File: src/rtl/spm_pkg.sv
// Shared constants and types for the stereo pan mixer.
// Assumes 8-bit gains and a 2-bit inversion setting per voice.
package spm_pkg;
    localparam int unsigned GAIN_W        = 8;
    localparam int unsigned INV_W         = 2;
    localparam int unsigned INV_RIGHT_BIT = 0;
    localparam int unsigned INV_LEFT_BIT  = 1;
    localparam int unsigned GAIN_DIVISOR  = 2288;
    localparam logic [GAIN_W-1:0] GAIN_RESET = 8'hFF;

    typedef struct packed {
        logic [GAIN_W-1:0] gain_l;
        logic [GAIN_W-1:0] gain_r;
        logic [INV_W-1:0]  flip;
    } voice_cfg_t;
endpackage

File: src/rtl/spm_regs.sv
// Per-voice settings store: left gain, right gain and inversion bits.
// Assumes voice k owns addresses k*REGS_PER_CH + offset; unmatched writes are dropped.
module spm_regs
    import spm_pkg::*;
#(
    parameter int NVOICE      = 5,
    parameter int ADDR_W      = 8,
    parameter int REGS_PER_CH = 4,
    parameter int OFS_GAIN_L  = 0,
    parameter int OFS_GAIN_R  = 1,
    parameter int OFS_FLIP    = 2
) (
    input  logic                     clk,
    input  logic                     rst_n,
    input  logic                     wr_en,
    input  logic [ADDR_W-1:0]        wr_addr,
    input  logic [7:0]               wr_data,
    output voice_cfg_t [NVOICE-1:0]  cfg_o
);
    for (genvar k = 0; k < NVOICE; k++) begin : g_voice
        localparam int BASE = k * REGS_PER_CH;
        logic       hit_l, hit_r, hit_f;
        voice_cfg_t cfg_q;

        assign hit_l = wr_en && (wr_addr == ADDR_W'(BASE + OFS_GAIN_L));
        assign hit_r = wr_en && (wr_addr == ADDR_W'(BASE + OFS_GAIN_R));
        assign hit_f = wr_en && (wr_addr == ADDR_W'(BASE + OFS_FLIP));

        // Hold this voice's settings, loading a field on an address match.
        always_ff @(posedge clk) begin
            if (!rst_n) begin
                cfg_q.gain_l <= GAIN_RESET;
                cfg_q.gain_r <= GAIN_RESET;
                cfg_q.flip   <= '0;
            end else begin
                if (hit_l) cfg_q.gain_l <= wr_data;
                if (hit_r) cfg_q.gain_r <= wr_data;
                if (hit_f) cfg_q.flip   <= wr_data[INV_W-1:0];
            end
        end

        assign cfg_o[k] = cfg_q;
    end
endmodule

File: src/rtl/spm_seq.sv
// Frame sequencer: on an accepted start, names each voice once, in index order.
// Assumes a start request while busy is dropped.
module spm_seq #(
    parameter int NVOICE = 5,
    parameter int CH_W   = 3
) (
    input  logic            clk,
    input  logic            rst_n,
    input  logic            frame_start,
    output logic            active_o,
    output logic [CH_W-1:0] ch_o,
    output logic            start_o,
    output logic            last_o
);
    logic            active_q;
    logic [CH_W-1:0] ch_q;
    logic            at_last;

    assign at_last  = (ch_q == CH_W'(NVOICE - 1));
    assign start_o  = frame_start && !active_q;
    assign last_o   = active_q && at_last;
    assign active_o = active_q;
    assign ch_o     = ch_q;

    // Step the voice index once per cycle from an accepted start to the last voice.
    always_ff @(posedge clk) begin
        if (!rst_n) begin
            active_q <= 1'b0;
            ch_q     <= '0;
        end else if (start_o) begin
            active_q <= 1'b1;
            ch_q     <= '0;
        end else if (active_q) begin
            if (at_last) active_q <= 1'b0;
            else         ch_q     <= ch_q + 1'b1;
        end
    end
endmodule

File: src/rtl/spm_lane.sv
// One output side: scale, exact divide with truncation toward zero, optional
// negation, and accumulation. Stage A holds |sample|*gain and the sign;
// stage B divides and adds. Assumes ACC_W > SAMPLE_W + GAIN_W.
module spm_lane
    import spm_pkg::*;
#(
    parameter int SAMPLE_W = 18,
    parameter int ACC_W    = 32
) (
    input  logic                       clk,
    input  logic                       rst_n,
    input  logic                       clear,
    input  logic                       take,
    input  logic                       take_last,
    input  logic signed [SAMPLE_W-1:0] sample,
    input  logic                       mute,
    input  logic [GAIN_W-1:0]          gain,
    input  logic                       flip,
    output logic [ACC_W-1:0]           sum_o
);
    localparam int MAG_W = SAMPLE_W + GAIN_W;
    localparam int PAD_W = ACC_W - MAG_W;

    logic [SAMPLE_W-1:0]     mag_s;
    logic [MAG_W-1:0]        prod_q;
    logic                    neg_q, val_q, last_q;
    logic [MAG_W-1:0]        quo;
    logic signed [ACC_W-1:0] qext, share;
    logic signed [ACC_W-1:0] acc_q;

    // Magnitude of the sample; the most negative value maps onto 2^(SAMPLE_W-1).
    always_comb mag_s = sample[SAMPLE_W-1] ? SAMPLE_W'(~sample + 1'b1) : SAMPLE_W'(sample);

    // Stage A: capture the unsigned product and the final sign of this voice's share.
    always_ff @(posedge clk) begin
        if (!rst_n) begin
            prod_q <= '0;
            neg_q  <= 1'b0;
            val_q  <= 1'b0;
            last_q <= 1'b0;
        end else begin
            val_q  <= take;
            last_q <= take_last;
            if (take) begin
                prod_q <= mute ? '0 : MAG_W'(mag_s) * MAG_W'(gain);
                neg_q  <= sample[SAMPLE_W-1] ^ flip;
            end
        end
    end

    // Stage B arithmetic: divide the magnitude, then apply the sign.
    always_comb begin
        quo   = prod_q / MAG_W'(GAIN_DIVISOR);
        qext  = $signed({{PAD_W{1'b0}}, quo});
        share = neg_q ? -qext : qext;
    end

    // Stage B: clear at frame start, add each share, publish on the last voice.
    always_ff @(posedge clk) begin
        if (!rst_n) begin
            acc_q <= '0;
            sum_o <= '0;
        end else begin
            if (clear)       acc_q <= '0;
            else if (val_q)  acc_q <= acc_q + share;
            if (val_q && last_q) sum_o <= acc_q + share;
        end
    end
endmodule

File: src/rtl/stereo_pan_mix.sv
// Top of the stereo pan mixer. It reads every voice once per frame, sends the
// selected voice's settings to a left and a right lane, and strobes done when
// both sums are final. Assumes sample_in is valid in the cycle rd_ch names.
module stereo_pan_mix
    import spm_pkg::*;
#(
    parameter int NUM_CH      = 4,
    parameter int SAMPLE_W    = 18,
    parameter int ACC_W       = 32,
    parameter int ADDR_W      = 8,
    parameter int REGS_PER_CH = 4,
    parameter int CH_W        = $clog2(NUM_CH + 1)
) (
    input  logic                       clk,
    input  logic                       rst_n,
    input  logic                       frame_start,
    input  logic [NUM_CH:0]            ch_mute,
    input  logic                       wr_en,
    input  logic [ADDR_W-1:0]          wr_addr,
    input  logic [7:0]                 wr_data,
    input  logic signed [SAMPLE_W-1:0] sample_in,
    output logic                       rd_active,
    output logic [CH_W-1:0]            rd_ch,
    output logic [ACC_W-1:0]           sum_l,
    output logic [ACC_W-1:0]           sum_r,
    output logic                       done
);
    localparam int NVOICE = NUM_CH + 1;

    voice_cfg_t [NVOICE-1:0] cfg;
    voice_cfg_t              cur;
    logic                    cur_mute;
    logic                    start, last;
    logic                    last_d1;
    logic [1:0][ACC_W-1:0]   sums;

    spm_regs #(
        .NVOICE(NVOICE), .ADDR_W(ADDR_W), .REGS_PER_CH(REGS_PER_CH),
        .OFS_GAIN_L(0), .OFS_GAIN_R(1), .OFS_FLIP(2)
    ) u_regs (
        .clk(clk), .rst_n(rst_n), .wr_en(wr_en), .wr_addr(wr_addr),
        .wr_data(wr_data), .cfg_o(cfg)
    );

    spm_seq #(.NVOICE(NVOICE), .CH_W(CH_W)) u_seq (
        .clk(clk), .rst_n(rst_n), .frame_start(frame_start),
        .active_o(rd_active), .ch_o(rd_ch), .start_o(start), .last_o(last)
    );

    // Pick the settings and mute bit of the voice being read.
    always_comb begin
        cur      = '0;
        cur_mute = 1'b0;
        for (int k = 0; k < NVOICE; k++) begin
            if (rd_ch == CH_W'(k)) begin
                cur      = cfg[k];
                cur_mute = ch_mute[k];
            end
        end
    end

    for (genvar s = 0; s < 2; s++) begin : g_side
        localparam int FLIP_BIT = (s == 0) ? INV_LEFT_BIT : INV_RIGHT_BIT;
        spm_lane #(.SAMPLE_W(SAMPLE_W), .ACC_W(ACC_W)) u_lane (
            .clk(clk), .rst_n(rst_n), .clear(start), .take(rd_active),
            .take_last(last), .sample(sample_in), .mute(cur_mute),
            .gain((s == 0) ? cur.gain_l : cur.gain_r),
            .flip(cur.flip[FLIP_BIT]), .sum_o(sums[s])
        );
    end

    assign sum_l = sums[0];
    assign sum_r = sums[1];

    // Delay the last-voice marker through both lane stages to form done.
    always_ff @(posedge clk) begin
        if (!rst_n) begin
            last_d1 <= 1'b0;
            done    <= 1'b0;
        end else begin
            last_d1 <= last;
            done    <= last_d1;
        end
    end
endmodule

File: config.mk
export PLATFORM = sky130hd
export DESIGN_NAME = stereo_pan_mix
export DESIGN_NICKNAME = d
export VERILOG_FILES = /design/src/rtl/spm_pkg.sv /design/src/rtl/spm_regs.sv /design/src/rtl/spm_seq.sv /design/src/rtl/spm_lane.sv /design/src/rtl/stereo_pan_mix.sv
export SDC_FILE = /design/constraint.sdc
export NUM_CORES = 2
export LEC_CHECK = 0
export ABC_AREA = 1
export BUFFER_PORTS_ARGS = -buffer_cell sky130_fd_sc_hd__buf_4
export CAP_MARGIN = 15
export CORE_MARGIN = 4
export CORE_UTILIZATION = 35
export DETAILED_ROUTE_END_ITERATION = 6
export GPL_ROUTABILITY_DRIVEN = 0
export GPL_TIMING_DRIVEN = 0
export PLACE_DENSITY = 0.57
export SKIP_CTS_REPAIR_TIMING = 1
export SYNTH_ARGS = -nofsm -noshare
export SYNTH_HDL_FRONTEND = slang
export SYNTH_SLANG_ARGS = --single-unit
File: constraint.sdc
create_clock -name clk -period 16.1 [get_ports clk]
set_input_delay 1.61 -clock clk [delete_from_list [all_inputs] [get_ports clk]]
set_output_delay 1.61 -clock clk [all_outputs]
set_load 0.005 [all_outputs]
==> reports/results.tsv <==
metric	value	unit
CTS H-tree depth	2	
pins over their slew limit	0	
Peak Freq	66.8	MHz
final hold violation count	0	
first-pass GRT wire length	149	mm
Area Overhead vs Synth	14.7	%
Slew headroom	23.5	%
worst-case reg-to-reg path depth	118	
die area	97600	um2
Synth Net Count	5223	
GRT Total Usage	18.5	%
Final min period	14.97	ns
Core Area	91800	um2
largest net degree at the start of global routing	13	
sequential element share of the synthesized area	17.2	%
Boundary Pins	112	
Crit-path slowest cell	dfxtp_1	
via count	30300	
CTS clk-pin slew, worst paths	0.06	ns
# fillers	9780	
CP Launch Type	flop	
Arrival @ worst endpoint	15.43	ns
ys async rst share	0	%
CTS tree	built	
Initial Util	35.3	%
Crit path largest cell delay	0.43	ns
Final setup viols	0	
most frequent cells in the layout	1057 x nand2_1, 723 x inv_1, 535 x nor2_1, 279 x nand3_1, 273 x dfxtp_1	
Synth cell types	63	
most common cell after layout, fill and taps aside	nand2_1	
total number of clock tree sinks	279	
Rows	111	
cell repeated most along the worst path	nand2_4	
worst r2r src	g_side[0].u_lane.prod_q[5]$_SDFFE_PN0P_	
Skew-Pair Late Insertion Delay	0.56	ns
Cell Area, Synth	32400	um2
Seq cells post-synth	279	
hold slack	0.464	ns
Nets	5436	
die span in y	312	um
Avg Inst Size Synth	6.73	um2
Post-synth EDFFs	0	
outcome	complete, no violations	
CTS max path bufs	3	
initial DRC count	1788	
post-DP HPWL	74.2	mm
Root Buffer Master	clkbuf_16	
wire per inst	14.5	um
Gate Count Post-Synth	4822	
number of global-route vias before repair	29100	
YS warnings	0	
Min-Delay Startpoint	g_side[0].u_lane.prod_q[0]$_SDFFE_PN0P_	
nature of the critical path endpoint	flop	
min-delay worst type	flop to flop	
FF/Latch Area	5590	um2
RSZ-0062 raised after global routing	yes	
max-cap viol count	0	
crit share post-route	93.0	%
total grt overflow	0	
worst hold path depth	2	
DRC Markers	0	
R2R Setup Slk	1.13	ns
skew final	0.0286	ns
CP required	16.56	ns
post-route ant nets	0	
area occupied by multi-input gates	23600	um2
Post-Route WL	91.7	mm
layout cells sized above 1	17.2	%
WHS Endpoint	g_side[0].u_lane.prod_q[0]$_SDFFE_PN0P_	
top_reg_cell synth	dfxtp_1	
Slew @ Worst Pin	1.13	ns
die width	312	um
worst-path fanout max	10	
r2r endpoint	g_side[0].u_lane.acc_q[31]$_SDFFE_PP0P_	
total CTS buffers	38	
TritonRoute pass-1 iters	5	
Setup TNS	0	ns
quantity of I/O buffers inserted on ports	111	
DR vias/cell	4.81	
initial antenna violation count	1	
Crit Path Class	flop to flop	
## worst max-delay path by stage
| stage | startpoint | endpoint | slack, ns | cells after the start |
|---|---|---|---|---|
| 6_report | g_side[0].u_lane.prod_q[5]$_SDFFE_PN0P_ | g_side[0].u_lane.acc_q[31]$_SDFFE_PP0P_ | 1.13 | 118 |
| 5_1_grt | g_side[1].u_lane.prod_q[21]$_SDFFE_PN0P_ | g_side[1].u_lane.sum_o[31]$_SDFFE_PN0P_ | -0.11 | 130 |
| 4_1_cts | g_side[1].u_lane.prod_q[18]$_SDFFE_PN0P_ | g_side[1].u_lane.acc_q[31]$_SDFFE_PP0P_ | 0.07 | 123 |
| 3_5_place_dp | g_side[1].u_lane.prod_q[18]$_SDFFE_PN0P_ | g_side[1].u_lane.sum_o[31]$_SDFFE_PN0P_ | 0.07 | 123 |
| 3_3_place_gp | g_side[1].u_lane.prod_q[21]$_SDFFE_PN0P_ | g_side[1].u_lane.sum_o[31]$_SDFFE_PN0P_ | 0.16 | 123 |
| 2_1_floorplan | g_side[1].u_lane.prod_q[18]$_SDFFE_PN0P_ | g_side[1].u_lane.sum_o[31]$_SDFFE_PN0P_ | 2.76 | 123 |
## routing by layer
metal | track usage [%] | up-vias | routed length [um] | part of all wire, %
met5 | 0 | - | 0 | 0
met4 | 5.01 | 0 | 2490 | 2.7
met3 | 2.37 | 129 | 3960 | 4.3
met2 | 32.7 | 543 | 44300 | 48
met1 | 23.6 | 14000 | 41000 | 45
li1 | - | 15600 | - | -
## cell type report
type / count / share of cell area, %
plain buffers: 139 / 2.03
repair buffers: 170 / 3.47
flip-flops and latches: 279 / 15.0
inverters: 807 / 8.30
well taps: 1243 / 4.18
clock buffers: 53 / 2.95
multi-input cells: 3600 / 63.5
diodes: 2 / 0.0135
clock inverters: 16 / 0.481
## sequential cells by signal, indices dropped and copies added (netlist names)
name,cells
u_regs.cfg_o,90
g_side.u_lane.acc_q,64
g_side.u_lane.sum_o,64
g_side.u_lane.prod_q,52
u_seq.ch_o,3
g_side.u_lane.neg_q,2
done,1
g_side.u_lane.last_q,1
g_side.u_lane.val_q,1
u_seq.active_o,1
## Yosys cell counts, types with 12 or more instances
| library cell | instances | area, um2 |
|---|---|---|
| a21oi_1 | 194 | 971 |
| nor2_1 | 550 | 2060 |
| inv_2 | 47 | 176 |
| clkinv_1 | 15 | 56.3 |
| nand4_1 | 54 | 338 |
| nand3_2 | 27 | 270 |
| nand3_1 | 286 | 1430 |
| nand2_1 | 1071 | 4020 |
| fa_1 | 194 | 3880 |
| ha_1 | 164 | 2050 |
| nor2_4 | 36 | 405 |
| o21ai_0 | 243 | 1220 |
| xnor2_1 | 33 | 289 |
| xor2_1 | 114 | 998 |
| nand2_2 | 190 | 1190 |
| nor2_2 | 48 | 300 |
| clkbuf_1 | 113 | 424 |
| nand2_4 | 116 | 1310 |
| inv_4 | 12 | 75.1 |
| o211ai_1 | 110 | 826 |
| a221oi_1 | 13 | 114 |
| nor3_1 | 21 | 105 |
| dfxtp_1 | 279 | 5590 |
| o21bai_1 | 12 | 90.1 |
| o21ai_2 | 13 | 114 |
| o21ai_1 | 12 | 60.1 |
| inv_1 | 724 | 2720 |
## cell families after synthesis
logic type | count (synthesis) | synth area share, %
compound gates | 645 | 11.7
simple gates | 2445 | 36.9
fa+ha+maj | 358 | 18.3
xor+xnor | 149 | 4.07
flops | 279 | 17.2
buf+inv | 946 | 11.8
## stage by stage
step	setup slack, ns	area [um2]	utilization (%)	instances
after global routing	-0.106	37200	40.5	6307
after CTS	0.0724	36100	39.4	6247
after floorplan	2.76	32400	-	4822
after global placement	0.159	34800	37.9	6176
final	1.13	37200	40.5	6309
after detailed placement	0.0696	34800	38.0	6178
## worst max-delay path, delay by kind of cell, from the launching register on
| kind | cells | cell delay (ns) |
|---|---|---|
| AO/OA/AOI/OAI | 16 | 2.32 |
| XOR/XNOR | 1 | 0.25 |
| adder cells (fa/ha/maj) | 3 | 0.85 |
| buffers and inverters | 18 | 2.07 |
| flip-flops | 1 | 0.43 |
| AND/OR/NAND/NOR | 80 | 8.81 |
Power is not shown: default switching activity piles up to over one toggle a cycle in this logic, so the estimate is an artifact.
